==> src/rtl/wrap_timer_pkg.sv <==
package wrap_timer_pkg;
  localparam int REG_W  = 32;
  localparam int ADDR_W = 8;
  localparam int PS_W   = 3;

  localparam logic [ADDR_W-1:0] OFF_CTRL = 8'h00;
  localparam logic [ADDR_W-1:0] OFF_CNT  = 8'h04;
  localparam logic [ADDR_W-1:0] OFF_MOD  = 8'h08;
  localparam logic [ADDR_W-1:0] OFF_INIT = 8'h4C;

  typedef enum logic [1:0] {
    CLK_OFF  = 2'b00,
    CLK_SYS  = 2'b01,
    CLK_RSV2 = 2'b10,
    CLK_RSV3 = 2'b11
  } clk_sel_e;

  function automatic logic [REG_W-1:0] byte_swap(input logic [REG_W-1:0] w);
    return {w[7:0], w[15:8], w[23:16], w[31:24]};
  endfunction
endpackage

==> src/rtl/wrap_timer_presc.sv <==
module wrap_timer_presc
  import wrap_timer_pkg::*;
(
  input  logic            clk_i,
  input  logic            rst_ni,
  input  logic            run_i,
  input  logic [PS_W-1:0] ps_i,
  output logic            tick_o
);
  localparam int DIV_W = (1 << PS_W) - 1;

  logic [DIV_W-1:0] div_q;
  logic [DIV_W-1:0] mask;

  assign mask   = ~({DIV_W{1'b1}} << ps_i);
  assign tick_o = run_i && ((div_q & mask) == mask);

  always_ff @(posedge clk_i or negedge rst_ni) begin
    if (!rst_ni)     div_q <= '0;
    else if (!run_i) div_q <= '0;  // restart on every stop
    else if (tick_o) div_q <= '0;
    else             div_q <= div_q + 1'b1;
  end
endmodule

==> src/rtl/wrap_timer_core.sv <==
module wrap_timer_core #(
  parameter int CNT_W = 16
) (
  input  logic             clk_i,
  input  logic             rst_ni,
  input  logic             run_i,
  input  logic             tick_i,
  input  logic             cnt_wr_i,
  input  logic             mod_wr_i,
  input  logic             init_wr_i,
  input  logic [CNT_W-1:0] wdata_i,
  output logic [CNT_W-1:0] cnt_o,
  output logic [CNT_W-1:0] mod_o,
  output logic [CNT_W-1:0] init_o,
  output logic             wrap_o
);
  logic [CNT_W-1:0] cnt_q, mod_q, init_q, mod_buf_q, init_buf_q;

  assign wrap_o = tick_i && !cnt_wr_i && (cnt_q == mod_q);
  assign cnt_o  = cnt_q;
  assign mod_o  = mod_q;
  assign init_o = init_q;

  always_ff @(posedge clk_i or negedge rst_ni) begin
    if (!rst_ni) begin
      mod_buf_q  <= '0;
      init_buf_q <= '0;
    end else begin
      if (mod_wr_i)  mod_buf_q  <= wdata_i;
      if (init_wr_i) init_buf_q <= wdata_i;
    end
  end

  // shadow transfer only while stopped
  always_ff @(posedge clk_i or negedge rst_ni) begin
    if (!rst_ni) begin
      mod_q  <= '0;
      init_q <= '0;
    end else if (!run_i) begin
      mod_q  <= mod_buf_q;
      init_q <= init_buf_q;
    end
  end

  always_ff @(posedge clk_i or negedge rst_ni) begin
    if (!rst_ni)       cnt_q <= '0;
    else if (cnt_wr_i) cnt_q <= init_q;
    else if (wrap_o)   cnt_q <= init_q;
    else if (tick_i)   cnt_q <= cnt_q + 1'b1;
  end

  assert_tick_running_R3: assert property (@(posedge clk_i) disable iff (!rst_ni)
    tick_i |-> run_i);
  assert_wrap_reload_R4: assert property (@(posedge clk_i) disable iff (!rst_ni)
    wrap_o |=> cnt_q == $past(init_q));
  assert_cnt_write_R7: assert property (@(posedge clk_i) disable iff (!rst_ni)
    cnt_wr_i |=> cnt_q == $past(init_q));
  assert_shadow_locked_R8: assert property (@(posedge clk_i) disable iff (!rst_ni)
    (run_i && $past(run_i)) |-> ($stable(mod_q) && $stable(init_q)));
  assert_hold_stopped_R9: assert property (@(posedge clk_i) disable iff (!rst_ni)
    (!run_i && !cnt_wr_i) |=> $stable(cnt_q));
endmodule

==> src/rtl/wrap_timer_regs.sv <==
module wrap_timer_regs
  import wrap_timer_pkg::*;
#(
  parameter int CNT_W = 16
) (
  input  logic              clk_i,
  input  logic              rst_ni,
  input  logic              wr_en_i,
  input  logic              rd_en_i,
  input  logic [ADDR_W-1:0] addr_i,
  input  logic [7:0]        wdata_i,
  input  logic [CNT_W-1:0]  cnt_i,
  input  logic [CNT_W-1:0]  mod_i,
  input  logic [CNT_W-1:0]  init_i,
  input  logic              wrap_i,
  output logic [PS_W-1:0]   ps_o,
  output clk_sel_e          clks_o,
  output logic              toie_o,
  output logic              tof_o,
  output logic              cnt_wr_o,
  output logic              mod_wr_o,
  output logic              init_wr_o,
  output logic [REG_W-1:0]  rdata_o
);
  localparam int PAD_W = REG_W - CNT_W;

  logic              ctrl_wr;
  logic [PS_W-1:0]   ps_q;
  clk_sel_e          clks_q;
  logic              toie_q, tof_q;
  logic [REG_W-1:0]  rd_mux, rdata_q;
  logic              unused_ok;

  assign ctrl_wr   = wr_en_i && (addr_i == OFF_CTRL);
  assign cnt_wr_o  = wr_en_i && (addr_i == OFF_CNT);
  assign mod_wr_o  = wr_en_i && (addr_i == OFF_MOD);
  assign init_wr_o = wr_en_i && (addr_i == OFF_INIT);
  assign unused_ok = wdata_i[5];

  always_ff @(posedge clk_i or negedge rst_ni) begin
    if (!rst_ni) begin
      ps_q   <= '0;
      clks_q <= CLK_OFF;
      toie_q <= 1'b0;
    end else if (ctrl_wr) begin
      ps_q   <= wdata_i[2:0];
      clks_q <= clk_sel_e'(wdata_i[4:3]);
      toie_q <= wdata_i[6];
    end
  end

  // set wins over a same-cycle clear
  always_ff @(posedge clk_i or negedge rst_ni) begin
    if (!rst_ni)                      tof_q <= 1'b0;
    else if (wrap_i)                  tof_q <= 1'b1;
    else if (ctrl_wr && !wdata_i[7])  tof_q <= 1'b0;
  end

  always_comb begin
    unique case (addr_i)
      OFF_CTRL: rd_mux = {{(REG_W-8){1'b0}}, tof_q, toie_q, 1'b0, clks_q, ps_q};
      OFF_CNT:  rd_mux = {{PAD_W{1'b0}}, cnt_i};
      OFF_MOD:  rd_mux = {{PAD_W{1'b0}}, mod_i};
      OFF_INIT: rd_mux = {{PAD_W{1'b0}}, init_i};
      default:  rd_mux = '0;
    endcase
  end

  always_ff @(posedge clk_i or negedge rst_ni) begin
    if (!rst_ni)      rdata_q <= '0;
    else if (rd_en_i) rdata_q <= rd_mux;
  end

  assign ps_o    = ps_q;
  assign clks_o  = clks_q;
  assign toie_o  = toie_q;
  assign tof_o   = tof_q;
  assign rdata_o = rdata_q;

  assert_tof_set_R5: assert property (@(posedge clk_i) disable iff (!rst_ni)
    $rose(tof_q) |-> $past(wrap_i));
  assert_tof_sticky_R5: assert property (@(posedge clk_i) disable iff (!rst_ni)
    (tof_q && !ctrl_wr) |=> tof_q);
endmodule

==> src/rtl/wrap_timer.sv <==
module wrap_timer
  import wrap_timer_pkg::*;
#(
  parameter int CNT_W = 16
) (
  input  logic              clk_i,
  input  logic              rst_ni,
  input  logic              big_endian_i,
  input  logic              wr_en_i,
  input  logic              rd_en_i,
  input  logic [ADDR_W-1:0] addr_i,
  input  logic [REG_W-1:0]  wdata_i,
  output logic [REG_W-1:0]  rdata_o,
  output logic              irq_o
);
  logic [REG_W-1:0] wdata_nat, rdata_nat;
  logic [CNT_W-1:0] cnt, mod_v, init_v;
  logic [PS_W-1:0]  ps;
  clk_sel_e         clks;
  logic             toie, tof, run, tick, wrap;
  logic             cnt_wr, mod_wr, init_wr;
  logic             unused_hi;

  assign wdata_nat = big_endian_i ? byte_swap(wdata_i) : wdata_i;
  assign rdata_o   = big_endian_i ? byte_swap(rdata_nat) : rdata_nat;
  assign unused_hi = ^wdata_nat[REG_W-1:CNT_W];
  assign run       = (clks == CLK_SYS);
  assign irq_o     = tof && toie;

  wrap_timer_regs #(.CNT_W(CNT_W)) u_regs (
    .clk_i     (clk_i),
    .rst_ni    (rst_ni),
    .wr_en_i   (wr_en_i),
    .rd_en_i   (rd_en_i),
    .addr_i    (addr_i),
    .wdata_i   (wdata_nat[7:0]),
    .cnt_i     (cnt),
    .mod_i     (mod_v),
    .init_i    (init_v),
    .wrap_i    (wrap),
    .ps_o      (ps),
    .clks_o    (clks),
    .toie_o    (toie),
    .tof_o     (tof),
    .cnt_wr_o  (cnt_wr),
    .mod_wr_o  (mod_wr),
    .init_wr_o (init_wr),
    .rdata_o   (rdata_nat)
  );

  wrap_timer_presc u_presc (
    .clk_i  (clk_i),
    .rst_ni (rst_ni),
    .run_i  (run),
    .ps_i   (ps),
    .tick_o (tick)
  );

  wrap_timer_core #(.CNT_W(CNT_W)) u_core (
    .clk_i     (clk_i),
    .rst_ni    (rst_ni),
    .run_i     (run),
    .tick_i    (tick),
    .cnt_wr_i  (cnt_wr),
    .mod_wr_i  (mod_wr),
    .init_wr_i (init_wr),
    .wdata_i   (wdata_nat[CNT_W-1:0]),
    .cnt_o     (cnt),
    .mod_o     (mod_v),
    .init_o    (init_v),
    .wrap_o    (wrap)
  );

  assert_irq_needs_flag_R6: assert property (@(posedge clk_i) disable iff (!rst_ni)
    $rose(irq_o) |-> ($past(wrap) || $past(wr_en_i)));
endmodule

==> config.mk <==
export PLATFORM = sky130hd
export DESIGN_NAME = wrap_timer
export DESIGN_NICKNAME = d
export VERILOG_FILES = /design/src/rtl/wrap_timer_pkg.sv /design/src/rtl/wrap_timer_presc.sv /design/src/rtl/wrap_timer_core.sv /design/src/rtl/wrap_timer_regs.sv /design/src/rtl/wrap_timer.sv
export SDC_FILE = /design/constraint.sdc
export NUM_CORES = 1
export LEC_CHECK = 0
export ABC_AREA = 1
export BUFFER_PORTS_ARGS = -buffer_cell sky130_fd_sc_hd__buf_4
export CAP_MARGIN = 20
export CORE_MARGIN = 4
export CORE_UTILIZATION = 45
export DETAILED_ROUTE_END_ITERATION = 10
export GPL_TIMING_DRIVEN = 0
export SLEW_MARGIN = 10
export SYNTH_ARGS = -nofsm -noshare
export SYNTH_HDL_FRONTEND = slang
export SYNTH_HIERARCHICAL = 1
export SYNTH_SLANG_ARGS = --single-unit
==> constraint.sdc <==
create_clock -name clk_i -period 3.6 [get_ports clk_i]
set_clock_uncertainty 0.05 [all_clocks]
set_input_delay 0.54 -clock clk_i [delete_from_list [all_inputs] [get_ports clk_i]]
set_output_delay 0.54 -clock clk_i [all_outputs]
set_load 0.01 [all_outputs]
After elaboration in Yosys (flattened, before gate mapping) --
Index checks and enable logic that the tools add are counted.
Storage, ports and cells: memory bits (writable) 0, memories kept 0, memory bits (read-only) 0, bits in latches 0, bits in registers 126, input bits 45
Cells by class: $add $sub $neg 2, equal/unequal tests 6, bitwise logic cells 2, reductions and logical operators 14, multiply operators 0, div/mod/pow operators 0, shifts and indexed selects 1, $lt $le $gt $ge 0, mux-type cells 10
Operators by type and width (number):
- $mux W16 | 4
- $pmux W16 S4 | 1
- $mux W32 | 1
- $add A16 B1 Y16 const B | 1
- $eq A16 B16 Y1 | 1
- $mux W7 | 2
- $logic_and A1 B1 Y1 | 9
- $eq A8 B3 Y1 const B | 1
- $eq A8 B4 Y1 const B | 1
- $eq A8 B7 Y1 const B | 1
- $logic_not A8 Y1 | 1
- $add A7 B1 Y7 const B | 1
- $and A7 B7 Y7 | 1
- $eq A7 B7 Y1 | 1
- $not A7 Y7 | 1
- $shl A7 B3 Y7 const A | 1
- $reduce_bool A3 Y1 | 1
- $eq A2 B1 Y1 const B | 1
- $logic_not A1 Y1 | 2
- $mux W1 | 2
- $reduce_bool A2 Y1 | 1

Depth between registers and ports, before layout --
Gate-level depths: netlist of run 1.
depth after elaboration 9, mapped depth 18

Cells and area by module --
The synthesis of run 1 kept the hierarchy.
By module, submodules not included:
- wrap_timer_core | area an instance 3973.8 µm², times used 1, seq. area each 2001.9 µm², cells each 522
- wrap_timer_regs | area an instance 1721.7 µm², times used 1, seq. area each 575.6 µm², cells each 225
- wrap_timer | area an instance 616.8 µm², times used 1, seq. area each 0.0 µm², cells each 159
- wrap_timer_presc | area an instance 371.6 µm², times used 1, seq. area each 175.2 µm², cells each 44

Least setup slack after synthesis of run 1 --
Ideal clock, no wire load.
path kind in2reg, start point input wr_en_i, end point register u_core.cnt_q[10] (netlist: u_core/cnt_o[10]), stages on the path 13, path slack 1180 ps, arrival 2252 ps, data required time 3433 ps, cell sequence clkbuf_1 inv_1 nor4_1 clkinv_1 nand2_1 nor2_1 nand2_1 nor2_2 nand3_4 buf_2 nand3_1 nand3_1 nand2_1
On the way: word-level cells in the longest chain between the ends 6, elaborated cells between the ends (all ways) 7, classes of those cells mux: 2; reduce/logical: 5
RTL lines:
- start, declared | RTL line wrap_timer.sv:9 | input logic wr_en_i,
- $logic_and A1 B1 Y1 (*) | RTL line wrap_timer_regs.sv:35 | assign cnt_wr_o = wr_en_i && (addr_i == OFF_CNT);
- net cnt_wr | RTL line wrap_timer.sv:21 | logic cnt_wr, mod_wr, init_wr;
- $logic_not A1 Y1 | RTL line wrap_timer_core.sv:19 | assign wrap_o = tick_i && !cnt_wr_i && (cnt_q == mod_q);
- $logic_and A1 B1 Y1 (2 in series) | RTL line wrap_timer_core.sv:19
- $mux W16 | RTL line wrap_timer_core.sv:48 | else if (wrap_o) cnt_q <= init_q;
- $mux W16 | RTL line wrap_timer_core.sv:47 | else if (cnt_wr_i) cnt_q <= init_q;
- end signal, assigned | RTL line wrap_timer_core.sv:47
- end signal, assigned | RTL line wrap_timer_core.sv:48
- end signal, assigned | RTL line wrap_timer_core.sv:49 | else if (tick_i) cnt_q <= cnt_q + 1'b1;
- end, declared | RTL line wrap_timer_core.sv:17 | logic [CNT_W-1:0] cnt_q, mod_q, init_q, mod_buf_q, init_buf_q;
The timed path passes the listed nets; every way through them passes the cells marked *. A chain may end at the register's enable or synchronous reset.

Final worst setup path of run 1 --
start point input wr_en_i, end point register u_core.cnt_q[7] (netlist: u_core/cnt_o[7])
Same word-level chain as after synthesis.

==> flow_summary.toml, run 1 <==
[run_status]
status = "finished clean"

[critical_path]
cp-end-kind = "flip-flop"
rr_worst_depth = 15
worstPathRequired_ns = 3.79
critical_path_class = "input pin to flip-flop"
start_kind = "input pin"
r2r_end = "u_core/cnt_o[13]"
startpoint = "wr_en_i"
timing.rr.start = "u_regs/clks_o[1]"
cpPeakStageDelay_ns = 0.65
cp_common_cell = "nand2_1"
reg2reg_slack_ns = 1.20
crit_arrival_ns = 3.09
cp_slowest_cell = "nor4_1"
path_cells = "clkbuf_1 > inv_1 > nor4_1 > clkinv_1 > nand2_1 > nor2_1 > nand2_1 > nor2_2 > nand3_4 > buf_2 > nand3_1 > nand3_1 > nand2_1"
crit_path_max_fanout = 10

[cts]
cts_tree = "yes"
cts.sinks = 110
cts-root-buf = "clkbuf_16"
cts_made_buffers = 9
cts_buffer_depth = 2
cts_resized = 0
path_clk_slew_ns = 0.07
worst_skew_pair.late_latency_ns = 0.35
ctsHoldBuffers = 0
post_cts_buffers = 0
htree_levels = 3

[placed_design]
place_hpwl_mm = 14.51
dp.cells = 1226
portBuffers = 76
place.gp.congestion = 0.9528

[synthesis]
netlist_instances = 950
async_flop_share_pct = 100.0
post-synth-top-count-cell = "nand2_1"
ys_warn_count = 6
ys_seq_area_share_pct = 41.18
synth_common_cells = "nand2_1 (398), dfrtp_1 (110), nand3_1 (96)"
synth_edf_count = 0
synth_seq_cells = 110
synth_top_area_share_pct = 41.18
synth_area_um2 = 6684
yosys-top-cells-area = "dfrtp_1 (41%), nand2_1 (22%), nand3_1 (7.2%), inv_1 (5.1%), o21ai_0 (5.1%)"
avgSynthCellArea_um2 = 7.036
synthFlopType = "dfrtp_1"
synth_area_leader_cell = "dfrtp_1"
yosysUniqueCellTypes = 37

[die]
rows = 44
dieArea_um2 = 16870
die_width_um = 129.9
core_um2 = 14530
start_util_pct = 45.99
fp.dieH_um = 129.9
io_pins = 78

[global_routing]
grt_pass1_wl_mm = 29.60
grt_usage_pct = 22.65
grt_max_degree = 78
grt_pass1_vias = 5622
antenna_found_initial = 0
grt_overflow_total = 0

[timing]
tightestPinTransition_ns = 0.8553
relSlewSlack_pct = 42.45
finalCriticalPeriod_ns = 2.900
max_freq_ghz = 0.3449
rsz0062_at_grt = "false"
period_share_pct = 80.55
setup-tns-final_ns = 0
setup_viol_count_final = 0
hold_viol = 0
slew_viol_final = 0

[flow_run]
cap_violations = 0

[routing]
drt_iter0_drc = 433
vias = 6105
routed_wl_mm = 18.55
ant_nets = 0
first_pass_iters = 5
wire_per_inst_um = 14.93
via_per_inst = 4.915
route.detailed.drc = 0

[power_and_ir_drop]
clockPowerShare_pct = 34.2
seqPwrFrac_pct = 50.6
power_frac_comb_pct = 15.2
irDropWorstVdd_mv = 0.1977
swShare_pct = 29.42
p_sw_mw = 0.8314
powerDensity_nw_per_um2 = 359.7
p_total_mw = 2.826
p_leak_nw = 4.186
internal-power_mw = 1.995

[finish]
syn2layout_area_growth_pct = 17.54
multiInputGateArea_um2 = 3204
diodes = 0
final_util_pct = 54.05
ff_latch_area_um2 = 2753
nets = 1100
fill_cells = 1466
drive_above_1_share_pct = 17.58
fin_cells = 1242

[min_path]
hp-class = "input pin to async pin"
-- worst max-delay path, delay by kind of cell --
kind / cells / cell delay (ns)
and+or+nand+nor: 9 / 1.39
buffers and inverters: 4 / 1.15
-- layer usage --
| metal | track usage (%) | share of wire (%) |
|---|---|---|
| met3 | 3.316 | 3.9 |
| met2 | 34.18 | 45 |
| met4 | 6.479 | 2.1 |
| met1 | 33.98 | 49 |
| met5 | 0 | 0 |
-- power by group through the flow --
stage | Clock, mW | Sequential [mW] | Combinational [mW]
final | 0.967 | 1.43 | 0.430
after global routing | 1.05 | 1.44 | 0.493
after CTS | 0.986 | 1.43 | 0.435
after detailed placement | 0 | 1.45 | 0.433
after global placement | 0 | 1.45 | 0.423
after floorplan | 0 | 1.40 | 0.272
-- cell families after synthesis --
| family | synth area share, % |
|---|---|
| xor+xnor | 1.966 |
| fa+ha+maj | 0.3743 |
| other cells | 0.05610 |
| simple gates | 38.67 |
| buf+inv | 11.72 |
| flops | 41.18 |
| compound gates | 6.028 |
-- worst max path at each step --
stage                                   to  slack (ns)  depth (start not counted)
after floorplan           u_core/cnt_o[10]        1.18                         13
after detailed placement  u_core/cnt_o[12]        0.51                         13
after global placement     u_core/cnt_o[7]        0.52                         13
after global routing       u_core/cnt_o[9]        0.55                         13
after CTS                  u_core/cnt_o[7]        0.88                         13
final                      u_core/cnt_o[7]        0.70                         13
-- metrics by stage --
step	cell area, µm²	hold slack, ns	setup slack (ns)
final	7856	0.01422	0.7002
after global routing	7856	0.03008	0.5534
after CTS	7856	0.02724	0.8754
after detailed placement	7572	0.4052	0.5124
after global placement	7541	0.4220	0.5235
after floorplan	6740	0.1944	1.180
-- final cells by class --
class	count	area share [%]
timing repair buffer	77	7.660
multi-input combinational	699	40.79
tap	184	2.930
inverter	98	4.714
buffer	58	5.256
clock buffer	10	3.042
clock inverter	6	0.5733
sequential	110	35.04
-- flip-flops by register name (all words and copies together), names as in the netlist, 2 cells and up --
signal             cells
u_core/init_o         16
u_regs/ps_o            3
u_core/cnt_o          16
u_core/init_buf_q     16
u_core/mod_buf_q      16
u_presc/div_q          7
u_core/mod_o          16
u_regs/rdata_o        16
u_regs/clks_o          2
-- layout by cell type (no fill, tap or decap), types with 15 or more instances in the layout --
| cell type | instances |
|---|---|
| buf_4 | 98 |
| clkbuf_1 | 15 |
| conb_1 | 16 |
| dfrtp_1 | 110 |
| inv_1 | 91 |
| nand2_1 | 398 |
| nand2_2 | 16 |
| nand3_1 | 96 |
| nor2_1 | 34 |
| o21ai_0 | 68 |
No activity file was read; power rests on OpenSTA's default activity.
==> run 2, diff against run 1 <==
--- a/config.mk
+++ b/config.mk
@@ -5,13 +5,14 @@
 export SDC_FILE = /design/constraint.sdc
 export NUM_CORES = 1
 export LEC_CHECK = 0
-export ABC_AREA = 1
+export ABC_AREA = 0
 export BUFFER_PORTS_ARGS = -buffer_cell sky130_fd_sc_hd__buf_4
 export CAP_MARGIN = 20
 export CORE_MARGIN = 4
 export CORE_UTILIZATION = 45
 export DETAILED_ROUTE_END_ITERATION = 10
 export GPL_TIMING_DRIVEN = 0
+export PLACE_DENSITY = 0.67
 export SLEW_MARGIN = 10
 export SYNTH_ARGS = -nofsm -noshare
 export SYNTH_HDL_FRONTEND = slang
==> constraint.sdc (replaced) <==
create_clock -name clk_i -period 2.5 [get_ports clk_i]
set_clock_uncertainty 0.05 [all_clocks]
set_input_delay 0.375 -clock clk_i [delete_from_list [all_inputs] [get_ports clk_i]]
set_output_delay 0.375 -clock clk_i [all_outputs]
set_load 0.01 [all_outputs]
==> run 2 against run 1 <==
Cell count is 32% lower. Area after synthesis is 3.7% lower. Critical endpoint is now u_core/cnt_o[3]. Non-clock buffer count shrank 1. Worst hold slack improved by 0.33 ns. Register-to-register slack lost 1.1 ns. First-iteration DRC count shrank 2.5%. Final area fell by 1.4%.
==> flow_summary.toml, run 2 <==
[run_status]
status = "finished clean"

[timing]
slew_viol_final = 0
setup_viol_count_final = 0
finalCriticalPeriod_ns = 2.381
tightestPinTransition_ns = 0.8029
setup_slack_ns = 0.1190
hold_viol = 0
max_freq_ghz = 0.4200
relSlewSlack_pct = 46.47
period_share_pct = 95.24

[routing]
routed_wl_mm = 16.83
vias = 4857
route.detailed.drc = 0
via_per_inst = 5.762
drt_iter0_drc = 422
first_pass_iters = 5
wire_per_inst_um = 19.96
ant_nets = 0

[placed_design]
portBuffers = 76
placedInstanceArea_um2 = 7296
place_ws_ns = -0.6562
place.gp.congestion = 0.9502
place_hpwl_mm = 12.01

[power_and_ir_drop]
seqPwrFrac_pct = 45.9
swShare_pct = 25.76
irDropWorstVdd_mv = 0.3105
p_leak_nw = 3.582
powerDensity_nw_per_um2 = 557.4
internal-power_mw = 3.206
clockPowerShare_pct = 37.7
p_sw_mw = 1.113
power_frac_comb_pct = 16.4

[global_routing]
grt_pass1_wl_mm = 26.61
antenna_found_initial = 0
grt_overflow_total = 0
grt_pass1_vias = 4719
grt_usage_pct = 21.01
grt_max_degree = 111

[synthesis]
synth_fa_ha_area_share_pct = 0.3887
ys_seq_area_share_pct = 42.76
synth_mux_area_share_pct = 23.91
ys_warn_count = 6
synth_area_um2 = 6437
yosys-top-cells-area = "dfrtp_1 (43%), mux2_2 (16%), mux2_4 (6.1%), buf_4 (2.1%), xnor2_1 (1.9%)"
netlist_instances = 552
synth_common_cells = "dfrtp_1 (110), mux2_2 (93), mux2_4 (26)"
synth_top_family_by_area = "multiplexers"
synth_xor_area_share_pct = 3.246
synth_compound_gate_area_share_pct = 12.42
synth-simple-area-share_pct = 11.66
synth_edf_count = 0
yosysUniqueCellTypes = 69
synthFlopType = "dfrtp_1"
synth_area_leader_cell = "dfrtp_1"
post-synth-top-count-cell = "dfrtp_1"
avgSynthCellArea_um2 = 11.66
synth_top_area_share_pct = 42.76
async_flop_share_pct = 100.0
synth_seq_cells = 110

[die]
fp.dieH_um = 127.6
dieArea_um2 = 16280
start_util_pct = 46.20
core_um2 = 13930
rows = 43
io_pins = 78
die_width_um = 127.6

[critical_path]
reg2reg_slack_ns = 0.12
crit_path_max_fanout = 10
rr_worst_depth = 8
timing.rr.start = "u_core/cnt_o[7]"
cp-end-kind = "flip-flop"
start_kind = "flip-flop"
cp_slowest_cell = "dfrtp_1"
path_cells = "clkbuf_1 > xnor2_1 > nand4_1 > nor3_1 > buf_2 > clkbuf_2 > o2bb2ai_1 > nand3_1"
cpPeakStageDelay_ns = 0.39
crit_arrival_ns = 2.57
critical_path_class = "flip-flop to flip-flop"
worstPathRequired_ns = 2.69
startpoint = "u_core/cnt_o[7]"

[finish]
ff_latch_area_um2 = 2755
final_cell_mix = "dfrtp_1 (108), buf_4 (99), mux2_2 (93)"
fill_cells = 1196
fin_area_um2 = 7747
syn2layout_area_growth_pct = 20.35
multiInputGateArea_um2 = 3410
nets = 705
layout_commonest_cell = "dfrtp_1"
diodes = 0
drive_above_1_share_pct = 43.89

[cts]
path_clk_slew_ns = 0.07
htree_levels = 3
cts.sinks = 110
worst_skew_pair.late_latency_ns = 0.36
cts_buffer_depth = 2
cts_made_buffers = 9
cts-root-buf = "clkbuf_16"
cts_tree = "yes"

[flow_run]
cap_violations = 0

[min_path]
hp-class = "input pin to flip-flop"
whs_path_depth = 3
holdCritStartpoint = "wdata_i[13]"
==> run 2: changes by cell type in the layout (fill, tap and decap cells not counted), sizes merged, moves of 8 or more <==
cell and delta:
o21ai -58, nand2 -404, o2bb2ai +11, a21oi +21, a22oi +20, mux2 +120, and3 +8, nor2b +13
mux2i +9, inv -93, xnor2 +9, nor2 -26, nand3 -96
==> run 2: cells by family after synthesis <==
logic type / Yosys count
other: 1
DFF: 110
buffers and inverters: 60
and+or+nand+nor: 123
muxes: 129
adders and majority gates: 2
AOI/OAI and AO/OA: 104
xor gates and xnor gates: 23
==> run 2: path summary, 6_finish.rpt <==
check                                        to
setup reg to reg                u_core/cnt_o[3]
min in group asynchronous  u_core/init_buf_q[4]
setup / recovery                u_core/cnt_o[3]
max in group asynchronous     u_core/init_o[13]
hold reg to reg                u_core/init_o[6]
hold / removal             u_core/mod_buf_q[13]
==> run 2: power groups by stage <==
stage               registers [mW]  logic, mW  clock network, mW
finish                        1.98      0.708               1.63
detailed placement            2.01      0.676                  0
CTS                           1.98      0.687               1.66
floorplan                     1.97      0.444                  0
global placement              2.01      0.661                  0
global route                  1.99      0.766               1.74
==> run 2: critical path: cells and delay by family (launching register included) <==
family	cells	cell delay (ns)
buf+inv	3	0.85
simple gates	3	0.47
flops	1	0.39
xor+xnor	1	0.34
compound gates	1	0.16
==> run 2: area by class of cell <==
| class | count | share of cell area (%) |
|---|---|---|
| multi-input combinational | 397 | 44.01 |
| inverter | 6 | 0.2907 |
| buffer | 51 | 4.409 |
| sequential | 110 | 35.56 |
| clock inverter | 4 | 1.001 |
| clock buffer | 12 | 3.440 |
| timing repair buffer | 83 | 8.382 |
| tap | 180 | 2.907 |
==> run 2: layer usage <==
metal / GRT usage [%] / up-vias / share of wire (%)
met1: 31.02 / 2441 / 46
met3: 4.055 / 23 / 6.9
met4: 6.554 / 0 / 1.7
met5: 0 / - / 0
met2: 31.31 / 171 / 46
li1: - / 2222 / -
==> run 2: metrics by stage <==
stage	hold WS, ns	util [%]	instances	TNS (ns)	power [mW]
floorplan	0.02941	-	567	0	2.413
global placement	0.4328	52.33	823	-18.43	2.666
detailed placement	0.4397	52.36	823	-19.90	2.688
CTS	0.1705	55.06	838	0	4.320
global route	0.3463	55.60	843	-0.007390	4.495
finish	0.3435	55.60	843	0	4.318
==> run 2: what timing repair did <==
action,CTS,global route
pin swaps,0,3
hold buffers,0,1
buffers inserted,0,5
hold endpoints to repair,0,54
resized for setup,14,4
setup endpoints to repair,36,33
